File: src/rtl/intc3_pkg.sv
package intc3_pkg;

    typedef enum logic [1:0] {
        ST_IDLE   = 2'b00,
        ST_SOURCE = 2'b01,
        ST_WDOG   = 2'b10,
        ST_TRAP   = 2'b11
    } intc3_state_e;

    localparam int LVL_W = 2;

    // priority code 0 is folded onto the lowest level
    function automatic logic [LVL_W-1:0] eff_level(input logic [LVL_W-1:0] code);
        return (code == '0) ? LVL_W'(1) : code;
    endfunction

endpackage

File: src/rtl/intc3_reqreg.sv
module intc3_reqreg #(
    parameter int NUM_SRC = 16,
    parameter int IDX_W   = 4
) (
    input  logic               clk_i,
    input  logic               rst_ni,
    input  logic [NUM_SRC-1:0] src_req_i,
    input  logic [NUM_SRC-1:0] src_cont_i,
    input  logic               ack_i,
    input  logic [IDX_W-1:0]   ack_idx_i,
    input  logic               clr_i,
    input  logic [NUM_SRC-1:0] clr_bits_i,
    output logic [NUM_SRC-1:0] req_o
);
    logic [NUM_SRC-1:0] req_q;
    logic [NUM_SRC-1:0] req_d;

    for (genvar i = 0; i < NUM_SRC; i++) begin : g_bit
        logic ack_hit;
        logic clr_hit;
        assign ack_hit = ack_i && (ack_idx_i == IDX_W'(i));
        assign clr_hit = clr_i && clr_bits_i[i];
        always_comb begin
            if (src_cont_i[i]) begin
                // held line: only a clear knocks the bit down, for one cycle
                req_d[i] = clr_hit ? 1'b0 : (req_q[i] | src_req_i[i]);
            end else begin
                // pulse line: a fresh pulse beats ack and clear
                req_d[i] = src_req_i[i] | (req_q[i] & ~ack_hit & ~clr_hit);
            end
        end
    end

    always_ff @(posedge clk_i or negedge rst_ni) begin
        if (!rst_ni) req_q <= '0;
        else         req_q <= req_d;
    end

    assign req_o = req_q;
endmodule

File: src/rtl/intc3_arb.sv
module intc3_arb
    import intc3_pkg::*;
#(
    parameter int NUM_SRC = 16,
    parameter int IDX_W   = 4
) (
    input  logic [NUM_SRC-1:0]       req_i,
    input  logic [NUM_SRC-1:0]       en_i,
    input  logic [LVL_W*NUM_SRC-1:0] lvl_i,
    output logic                     found_o,
    output logic [IDX_W-1:0]         idx_o
);
    logic [LVL_W-1:0] best_lvl;

    // ascending scan with strict compare keeps the lowest index per level
    always_comb begin
        best_lvl = '0;
        idx_o    = '0;
        for (int i = 0; i < NUM_SRC; i++) begin
            if (req_i[i] && en_i[i] && (eff_level(lvl_i[LVL_W*i +: LVL_W]) > best_lvl)) begin
                best_lvl = eff_level(lvl_i[LVL_W*i +: LVL_W]);
                idx_o    = IDX_W'(i);
            end
        end
        found_o = (best_lvl != '0);
    end
endmodule

File: src/rtl/intc3_top.sv
module intc3_top
    import intc3_pkg::*;
#(
    parameter int NUM_SRC = 16,
    localparam int IDX_W  = (NUM_SRC > 1) ? $clog2(NUM_SRC) : 1
) (
    input  logic                     clk_i,
    input  logic                     rst_ni,
    input  logic [NUM_SRC-1:0]       src_req_i,
    input  logic [NUM_SRC-1:0]       src_cont_i,
    input  logic [NUM_SRC-1:0]       src_en_i,
    input  logic [2*NUM_SRC-1:0]     src_lvl_i,
    input  logic                     wdt_req_i,
    input  logic                     wdt_en_i,
    input  logic                     trap_i,
    input  logic                     ack_i,
    input  logic [IDX_W-1:0]         ack_idx_i,
    input  logic                     clr_i,
    input  logic [NUM_SRC-1:0]       clr_bits_i,
    output logic [NUM_SRC-1:0]       req_o,
    output logic                     irq_pending_o,
    output logic [1:0]               irq_kind_o,
    output logic [IDX_W-1:0]         irq_idx_o
);
    logic [NUM_SRC-1:0] req_q;
    logic               src_found;
    logic [IDX_W-1:0]   src_idx;
    intc3_state_e       state_q, state_d;
    logic [IDX_W-1:0]   idx_q;

    intc3_reqreg #(.NUM_SRC(NUM_SRC), .IDX_W(IDX_W)) u_reqreg (
        .clk_i      (clk_i),
        .rst_ni     (rst_ni),
        .src_req_i  (src_req_i),
        .src_cont_i (src_cont_i),
        .ack_i      (ack_i),
        .ack_idx_i  (ack_idx_i),
        .clr_i      (clr_i),
        .clr_bits_i (clr_bits_i),
        .req_o      (req_q)
    );

    intc3_arb #(.NUM_SRC(NUM_SRC), .IDX_W(IDX_W)) u_arb (
        .req_i   (req_q),
        .en_i    (src_en_i),
        .lvl_i   (src_lvl_i),
        .found_o (src_found),
        .idx_o   (src_idx)
    );

    // next state: most urgent eligible class, from any state
    always_comb begin
        if (trap_i)                     state_d = ST_TRAP;
        else if (wdt_req_i && wdt_en_i) state_d = ST_WDOG;
        else if (src_found)             state_d = ST_SOURCE;
        else                            state_d = ST_IDLE;
    end

    always_ff @(posedge clk_i or negedge rst_ni) begin
        if (!rst_ni) state_q <= ST_IDLE;
        else         state_q <= state_d;
    end

    always_ff @(posedge clk_i or negedge rst_ni) begin
        if (!rst_ni) begin
            idx_q <= '0;
        end else begin
            unique case (state_d)
                ST_SOURCE: idx_q <= src_idx;
                ST_IDLE,
                ST_WDOG,
                ST_TRAP:   idx_q <= '0;
            endcase
        end
    end

    assign req_o         = req_q;
    assign irq_kind_o    = state_q;
    assign irq_idx_o     = idx_q;
    assign irq_pending_o = (state_q != ST_IDLE);
endmodule

File: config.mk
export PLATFORM = sky130hd
export DESIGN_NAME = intc3_top
export DESIGN_NICKNAME = d
export VERILOG_FILES = /design/src/rtl/intc3_pkg.sv /design/src/rtl/intc3_reqreg.sv /design/src/rtl/intc3_arb.sv /design/src/rtl/intc3_top.sv
export SDC_FILE = /design/constraint.sdc
export NUM_CORES = 1
export LEC_CHECK = 0
export BUFFER_PORTS_ARGS = -buffer_cell sky130_fd_sc_hd__buf_4
export CORE_ASPECT_RATIO = 0.9
export CORE_UTILIZATION = 48
export CTS_CLUSTER_SIZE = 25
export DETAILED_ROUTE_END_ITERATION = 10
export PLACE_DENSITY_LB_ADDON = 0.1
export SYNTH_ARGS = -nofsm -noshare
export SYNTH_HDL_FRONTEND = slang
export SYNTH_HIERARCHICAL = 1
export SYNTH_SLANG_ARGS = --single-unit
export TNS_END_PERCENT = 10
File: constraint.sdc
create_clock -name clk_i -period 22.2 [get_ports clk_i]
set_input_delay 6.66 -clock clk_i [delete_from_list [all_inputs] [get_ports clk_i]]
set_output_delay 6.66 -clock clk_i [all_outputs]
set_load 0.1 [all_outputs]
==> reports/qor.yml <==
setup_viol: 5
cap_violations: 0
max-vdd-ir-drop_mv: 0.0555
dieArea_sq_um: 6020
syn_inst: 344
grtUsageTotal: 0.294
first_global_vias: 3155
wirelength_mm: 10.9
antenna_found_initial: 0
nFillCells: 294
final_util: 0.865
cts_tree: "yes"
viasPerCell: 6.18
cts_sinks: 22
synth_largest_area_cell: "dfrtp_1"
rsz0062_at_grt: "yes"
yosysTopAreaCellShare: 0.201
finalPower_mw: 0.324
cts_root_buffer: "clkbuf_8"
worstPathRequired_ps: 22400
fp.coreArea_sq_um: 5380
power-per-cell-area_nw_per_um2: 69.5
ys_warn_count: 6
status: "complete, but fails checks"
period_share: 1.01
skew_ps: 2.48
cp.arrival_ps: 22720
fin_setup_tns_ps: -1470
synth_seq_cells: 22
clk_pin_slew_ps: 90
startpoint_type: "primary input"
cp_common_cell: "ha_1"
dp_hpwl_mm: 7.13
initial_core_util: 0.510
firstDrtPassIters: 5
end_kind: "flip-flop"
worstSetupPathType: "in -> reg"
p_leak_nw: 2.17
worst_path_largest_cell_delay_ps: 430
seq_area_frac_synth: 0.201
critPathBufInv: 3
multi_input_area_sq_um: 2440
hold_class: "reg -> reg"
synthArstFlopShare: 1.00
fp.dieH_microns: 73.7
clk_path_buf_depth: 2
grt_pass1_wl_mm: 13.8
hold_viol: 0
place_area_sq_um: 3900
hold_buffers: 0
drive_gt1_frac: 0.535
finalWorstSetupSlack_ps: -319
numCtsBuffers: 3
layout.cells.non_filler: 592
tightest_slew_ps: 499
place_inst: 553
fin_hold_ws_ps: 601
globalRoute.totalOverflow: 0
htree_levels: 1
wl_per_cell_microns: 18.3
rows: 25
ff_latch_area_sq_um: 551
fmax_mhz: 44.4
crit_fanout: 5
synth-edff-count: 0
ys_types: 68
post-route-cell-area_sq_um: 4650
ios: 130
first_iter_violations: 248
avgSynthCellArea_sq_um: 7.97
diodes: 0
period_needed_ps: 22520
nNetsFinal: 651
routabilityCongestion: 0.902
place_ws_ps: -479
synthTopCellsByArea: "dfrtp_1 (20%), ha_1 (8.2%), nand2_1 (4.5%)"
ant_nets: 0
drc: 0
crit_family: "simple AND/OR/NAND/NOR gates"
clock_latency_ps: 260
max-slew-margin-rel: 0.664
syn_to_final_growth_pct: 69.7
slowest_stage: "or3b_4"
ys.flop_type: "dfrtp_1"
syn_nets: 469
violations: "setup timing"
via_count: 3659
dieWidth_microns: 81.7
numPortBuffers: 129
grt_max_degree: 23
syn_area_sq_um: 2740
maxSlewViolCount: 0
state kept, by name, indices dropped and copies added, names as in the netlist:
signal and cells:
irq_idx_o 4, irq_kind_o 2, u_reqreg/req_o 16
cells in the final DEF, fill, tap and decap left out, types with 6 or more instances in the layout:
cell,count
nor2b_1,15
nand2_1,24
a21boi_0,8
o211ai_1,13
nand4_1,6
dfrtp_1,22
nor2_2,6
nand3_1,12
and3_1,10
nor2_1,17
o21ai_0,6
nand2_2,8
buf_4,183
o31ai_1,11
ha_1,10
inv_1,25
ha_4,7
nor4_1,6
cell type report:
cell class / count / area share
multi-input cells: 286 / 0.525
repair buffers: 187 / 0.306
flip-flops and latches: 22 / 0.118
inverters: 26 / 0.0210
well taps: 67 / 0.0180
clock buffers: 4 / 0.0118
path summary, 6_finish.rpt:
check / from / endpoint / slack [ps] / cells after the start
max in group asynchronous: rst_ni / u_reqreg/req_o[7] / 15690 / 1
min in group asynchronous: rst_ni / u_reqreg/req_o[13] / 6270 / 1
min: u_reqreg/req_o[13] / u_reqreg/req_o[13] / 600 / 2
min reg2reg: u_reqreg/req_o[13] / u_reqreg/req_o[13] / 600 / 2
max reg2reg: u_reqreg/req_o[0] / irq_idx_o[0] / 5670 / 89
max: src_lvl_i[1] / irq_idx_o[0] / -320 / 90
cell usage after synthesis (3+ instances only):
library cell,number
nand2_1,33
nand3_1,14
inv_1,26
clkbuf_1,5
dfrtp_1,22
or2_2,5
and2_1,6
o21ai_0,9
o22ai_1,5
nor2b_1,18
o21a_1,3
buf_6,4
o211ai_1,13
o31ai_1,11
a21o_1,3
a21boi_1,5
a31oi_1,4
nor2_1,27
o2111ai_1,5
nor3_1,7
nor4_1,8
nand2b_1,4
ha_1,18
a21oi_1,8
a21oi_2,3
nand4_1,6
a21boi_0,8
and3_1,12
cells by family (layout without fill, tap and decap cells):
kind of cell / count (synthesis) / after routing / synth area share
muxes: 2 / 2 / 0.0109
buffers and inverters: 36 / 217 / 0.0607
and+or+nand+nor: 155 / 155 / 0.307
AOI/OAI and AO/OA: 111 / 111 / 0.338
DFF: 22 / 22 / 0.201
adders and majority gates: 18 / 18 / 0.0821
worst reg2reg max path: cells and delay by family, from the launching register on:
kind                       cells  cell delay [ps]
muxes                          2              680
buffers and inverters          2              230
AOI/OAI and AO/OA             32             5550
adders and majority gates     15             3910
and+or+nand+nor               38             5680
DFF                            1              460
report_power, final:
group | internal (mW) | leakage [nW] | switching (mW)
clock network | 0.0158 | 0.0288 | 0.0138
registers | 0.0453 | 0.245 | 0.00608
logic | 0.107 | 1.89 | 0.136
total | 0.168 | 2.17 | 0.156
per-layer routing:
layer / global-route usage / wire length, microns
met4: 0.0780 / 580
met3: 0.0497 / 900
met5: 0 / 0
met2: 0.518 / 5370
met1: 0.370 / 4000
what timing repair did:
action,4_1_cts,5_1_grt
pin swaps,16,71
endpoints found under the setup margin,5,5
gates resized for setup,18,68
setup buffers,13,22
Note: power is estimated with default switching activity, not from simulation.
